$ cat src/rtl/vstep_pkg.sv
package vstep_pkg;
    localparam int STEP_W_DEF  = 7;
    localparam int IMM_W_DEF   = 7;
    localparam int N_SCHED_DEF = 4;
    localparam int LEVELS      = 3;
    localparam int SEL_BASE    = 2;

    typedef enum logic [1:0] {
        OPK_IDLE  = 2'd0,
        OPK_STEP  = 2'd1,
        OPK_SETUP = 2'd2
    } op_kind_e;

    typedef struct packed {
        logic lt;
        logic gt;
        logic eq;
        logic so;
    } cond_t;

    function automatic op_kind_e classify(input logic valid, input logic vf,
                                          input logic vs, input logic ms);
        if (!valid)
            return OPK_IDLE;
        else if (vf && !vs && !ms)
            return OPK_STEP;
        else
            return OPK_SETUP;
    endfunction
endpackage

$ cat src/rtl/vstep_counter.sv
module vstep_counter #(
    parameter int W = vstep_pkg::STEP_W_DEF
) (
    input  logic         clk,
    input  logic         rst,
    input  logic         adv,
    input  logic         clr,
    input  logic [W-1:0] limit,
    output logic [W-1:0] cnt,
    output logic         hit
);
    logic [W-1:0] nxt;

    assign nxt = cnt + W'(1);
    assign hit = (nxt == limit);

    always_ff @(posedge clk) begin
        if (rst)
            cnt <= '0;
        else if (adv)
            cnt <= clr ? '0 : nxt;
    end
endmodule

$ cat src/rtl/vstep_condsel.sv
module vstep_condsel
    import vstep_pkg::*;
#(
    parameter int IMM_W   = IMM_W_DEF,
    parameter int N_SCHED = N_SCHED_DEF
) (
    input  logic [IMM_W-1:0]          imm,
    input  logic [N_SCHED*LEVELS-1:0] loop_end,
    input  logic                      rollover,
    output cond_t                     cond
);
    always_comb begin
        cond    = '0;
        cond.so = rollover;
        cond.eq = rollover;
        for (int s = 0; s < N_SCHED; s++) begin
            if (imm == IMM_W'(s + SEL_BASE)) begin
                cond.eq = loop_end[s*LEVELS + 0];
                cond.lt = loop_end[s*LEVELS + 1];
                cond.gt = loop_end[s*LEVELS + 2];
            end
        end
    end
endmodule

$ cat src/rtl/vstep_unit.sv
module vstep_unit
    import vstep_pkg::*;
#(
    parameter int STEP_W  = STEP_W_DEF,
    parameter int IMM_W   = IMM_W_DEF,
    parameter int N_SCHED = N_SCHED_DEF
) (
    input  logic                      clk,
    input  logic                      rst,
    input  logic                      op_valid,
    input  logic                      op_vf,
    input  logic                      op_vs,
    input  logic                      op_ms,
    input  logic                      op_rc,
    input  logic [IMM_W-1:0]          op_imm,
    input  logic [STEP_W-1:0]         vl,
    input  logic [N_SCHED*LEVELS-1:0] loop_end,
    output logic [STEP_W-1:0]         src_step,
    output logic [STEP_W-1:0]         dst_step,
    output logic                      vf_mode,
    output logic                      cr_valid,
    output logic                      cr_lt,
    output logic                      cr_gt,
    output logic                      cr_eq,
    output logic                      cr_so
);
    localparam int N_CNT = 2;

    op_kind_e          kind;
    logic              is_step;
    logic              rollover;
    logic [N_CNT-1:0]  hit;
    logic [STEP_W-1:0] cnt [N_CNT];
    cond_t             cond_d, cond_q;
    logic              cvalid_q;

    assign kind     = classify(op_valid, op_vf, op_vs, op_ms);
    assign is_step  = (kind == OPK_STEP);
    assign rollover = (|hit) || (vl == '0);

    for (genvar i = 0; i < N_CNT; i++) begin : g_cnt
        vstep_counter #(.W(STEP_W)) u_cnt (
            .clk   (clk),
            .rst   (rst),
            .adv   (is_step),
            .clr   (rollover),
            .limit (vl),
            .cnt   (cnt[i]),
            .hit   (hit[i])
        );
    end

    vstep_condsel #(.IMM_W(IMM_W), .N_SCHED(N_SCHED)) u_sel (
        .imm      (op_imm),
        .loop_end (loop_end),
        .rollover (rollover),
        .cond     (cond_d)
    );

    always_ff @(posedge clk) begin
        if (rst) begin
            vf_mode  <= 1'b0;
            cvalid_q <= 1'b0;
            cond_q   <= '0;
        end else begin
            cvalid_q <= is_step && op_rc;
            if (is_step && op_rc)
                cond_q <= cond_d;
            if (is_step && rollover)
                vf_mode <= 1'b0;
            else if (kind == OPK_SETUP)
                vf_mode <= op_vf;
        end
    end

    assign src_step = cnt[0];
    assign dst_step = cnt[1];
    assign cr_valid = cvalid_q;
    assign cr_lt    = cond_q.lt;
    assign cr_gt    = cond_q.gt;
    assign cr_eq    = cond_q.eq;
    assign cr_so    = cond_q.so;
endmodule

$ cat config.mk
export PLATFORM = sky130hd
export DESIGN_NAME = vstep_unit
export DESIGN_NICKNAME = d
export VERILOG_FILES = /design/src/rtl/vstep_pkg.sv /design/src/rtl/vstep_counter.sv /design/src/rtl/vstep_condsel.sv /design/src/rtl/vstep_unit.sv
export SDC_FILE = /design/constraint.sdc
export NUM_CORES = 1
export LEC_CHECK = 0
export BUFFER_PORTS_ARGS = -buffer_cell sky130_fd_sc_hd__buf_2
export CAP_MARGIN = 20
export CORE_MARGIN = 2
export CORE_UTILIZATION = 53
export CTS_BUF_LIST = sky130_fd_sc_hd__clkbuf_16
export DETAILED_ROUTE_END_ITERATION = 12
export GPL_TIMING_DRIVEN = 0
export PLACE_DENSITY = 0.93
export SETUP_SLACK_MARGIN = 0.05
export SLEW_MARGIN = 20
export SYNTH_ARGS = -nofsm -noshare
export SYNTH_HDL_FRONTEND = slang
export SYNTH_HIERARCHICAL = 1
export SYNTH_SLANG_ARGS = --single-unit
$ cat constraint.sdc
create_clock -name clk -period 5.3 [get_ports clk]
set_input_delay 0.795 -clock clk [delete_from_list [all_inputs] [get_ports clk]]
set_output_delay 0.795 -clock clk [all_outputs]
set_load 0.01 [all_outputs]
==> flow_summary.yaml <==
run_status:
  status: "finished, final reports clean"
worst_hold_path:
  whs_endpoint: "cr_so$_SDFFE_PP0P_"
  hp-class: "reg2reg"
  hold_start: "cr_so$_SDFFE_PP0P_"
  holdPathStages: 2
route:
  firstDrtPassIters: 4
  drt-total-wl_um: 3760
  ant_nets: 0
  wl_per_cell_um: 14.3
  num_vias: 1595
  drt_iter0_drc: 76
  vias_per_cell: 6.09
  drc: 0
layout:
  nets: 269
  syn2layout_area_growth_pct: 25.7
  final_common_cell: "buf_2"
  final_cell_mix: "buf_2 (56), dfxtp_1 (20), a21oi_1 (18), nor2_1 (16), o21ai_0 (14)"
  drive_above_1_share_pct: 32.8
  finalNonFillerCells: 262
  antenna_cells: 0
timing:
  max_freq_mhz: 351
  relSlewSlack_pct: 63.0
  tightestPinTransition_ns: 0.555
  clock_skew_ns: 0.00164
  fin_ws_ns: 2.45
  hold_viol: 0
  period_share_pct: 53.8
  final_max_slew_viol_count: 0
  setup_tns_ns: 0
  hold_ws_ns: 0.497
  fin_crit_ns: 2.85
  rsz0062_at_grt: "no"
  setup_violations: 0
run:
  max_cap_viol_count: 0
clocking:
  cts_hold_buf: 0
  ctsResizeCount: 0
  clock_path_buffers: 2
  clk_pin_slew_ns: 0.05
  htreeDepth: 1
  cts_root_buf: "clkbuf_16"
  cts_num_sinks: 20
  numCtsBuffers: 3
  worst_skew_pair.late_latency_ns: 0.25
  cts_tree: "yes"
  postCtsSetupBuffers: 0
pwr:
  p_per_area_nw_per_um2: 194
  peakVddDrop_v: 0.000149
  total_leakage_power_nw: 0.758
  total_power_mw: 0.355
die:
  die_height_um: 56.4
  dieArea_um2: 3180
  die_w_um: 56.4
  start_util_pct: 57.1
  core_area_um2: 2540
  rows: 18
  boundaryPins: 53
setup_path:
  rr_worst_depth: 9
  critPathKind: "reg2reg"
  required_ns: 5.47
  r2r_end: "g_cnt[0].u_cnt/cnt[5]$_SDFFE_PP0P_"
  reg2reg_from: "g_cnt[1].u_cnt/cnt[0]$_SDFFE_PP0P_"
  end_kind: "flop"
  crit_arrival_ns: 3.02
  path_max_fanout: 19
  start_kind: "flop"
  r2r_slack_ns: 2.45
placement:
  dp_slack_ns: 2.41
  place.gp.congestion: 0.890
  placedCellCount: 259
  port_buffers: 52
  dp_hpwl_um: 2710
synthesis:
  synthCells: 177
  synth-edff-count: 0
  ys_ff_latch: 20
  synthArstFlopShare_pct: 0
  ys_types: 40
  syn_area_um2: 1450
  syn_area_per_cell_um2: 8.21
  synth-warning-count: 6
  synthFlopType: "dfxtp_1"
  ys_seq_area_share_pct: 27.6
  syn_nets: 212
grt:
  grt.overflow.total: 0
  grt_pass1_vias: 1478
  grt_start_max_net_pins: 21
  antenna_found_initial: 0
  track_usage_pct: 24.9
  grt_first_pass_wirelength_um: 6270
-- worst max path at each step --
stage,from,to,slack [ns],cells after the start
2_1_floorplan,vl[4],g_cnt[0].u_cnt/cnt[5]$_SDFFE_PP0P_,2.84,8
3_3_place_gp,vl[2],g_cnt[1].u_cnt/cnt[6]$_SDFFE_PP0P_,2.48,9
3_5_place_dp,vl[3],g_cnt[1].u_cnt/cnt[6]$_SDFFE_PP0P_,2.41,9
4_1_cts,g_cnt[1].u_cnt/cnt[0]$_SDFFE_PP0P_,g_cnt[0].u_cnt/cnt[5]$_SDFFE_PP0P_,2.51,9
5_1_grt,g_cnt[1].u_cnt/cnt[0]$_SDFFE_PP0P_,g_cnt[0].u_cnt/cnt[5]$_SDFFE_PP0P_,2.33,9
6_report,g_cnt[1].u_cnt/cnt[0]$_SDFFE_PP0P_,g_cnt[0].u_cnt/cnt[5]$_SDFFE_PP0P_,2.45,9
-- cell families (layout without fill, tap and decap cells) --
| logic type | after synthesis | count (layout) | synth area share [%] |
|---|---|---|---|
| adders and majority gates | 2 | 2 | 1.72 |
| AOI/OAI and AO/OA | 54 | 54 | 23.3 |
| and+or+nand+nor | 68 | 68 | 29.3 |
| DFF | 20 | 20 | 27.6 |
| xor gates and xnor gates | 16 | 16 | 9.65 |
| buffers and inverters | 11 | 66 | 3.96 |
| muxes | 6 | 6 | 4.48 |
-- cell usage after synthesis, types with 2 or more instances --
cell       instances  area [um^2]
a21oi_1           18         90.1
o21a_1             3         22.5
a31oi_1            4         25.0
nor3b_1            2         15.0
mux2_2             4         45.0
ha_1               2         25.0
a22oi_1            3         22.5
and3_4             4         45.0
nand2_1            4         15.0
o2111ai_1          2         17.5
inv_1              4         15.0
mux2i_1            2         20.0
nand3_1           10         50.1
or3_1              4         25.0
nand2b_1           4         25.0
nand4bb_1          2         22.5
o21ai_0           14         70.1
o2111a_1           2         22.5
nand3b_1           4         30.0
buf_2              4         20.0
nand3_2            2         20.0
dfxtp_1           20          400
xor2_1             4         35.0
buf_4              3         22.5
o22ai_1            2         12.5
nor3_1            10         50.1
nor2_1            16         60.1
xnor2_1           12          105
-- registers in the layout, indices dropped and copies added (netlist names) --
| name | cells |
|---|---|
| cr_valid | 1 |
| vf_mode | 1 |
| cr_gt | 1 |
| cr_lt | 1 |
| g_cnt.u_cnt/cnt | 14 |
| cr_eq | 1 |
| cr_so | 1 |
-- per-layer routing --
layer / track usage (%) / vias to the layer above / wire length, um
met1: 28.8 / 733 / 1530
met3: 5.99 / 11 / 341
met5: 0 / - / 0
met2: 41.8 / 80 / 1790
li1: - / 771 / -
met4: 13.6 / 0 / 96
-- worst max-delay path, cell delays in order (launching register included) --
cell	delay (ns)
dfxtp_1	0.45
ha_1	0.34
and3_4	0.24
nand3_2	0.10
xnor2_1	0.16
o2111a_1	0.13
a211o_1	0.49
nand2b_1	0.32
or3_1	0.36
a21oi_1	0.17
-- per-stage QoR --
stage               instance area (um^2)  util (%)
finish                              1830      71.7
global route                        1830      71.7
floorplan                           1450         -
CTS                                 1830      71.7
detailed placement                  1750      68.8
global placement                    1750      68.8
-- power by group --
part / total, mW / switching (mW) / internal, mW
logic: 0.0506 / 0.0260 / 0.0246
registers: 0.153 / 0.00142 / 0.152
clock network: 0.151 / 0.0518 / 0.0993
total: 0.355 / 0.0792 / 0.276
-- layout make-up --
type	count	area, um^2
multi-input cells	146	995
fillers	211	719
flip-flops and latches	20	400
repair buffers	52	260
clock buffers	3	75.1
plain buffers	7	42.5
well taps	30	37.5
inverters	4	15.0
Note: power is estimated with default switching activity, not from simulation.
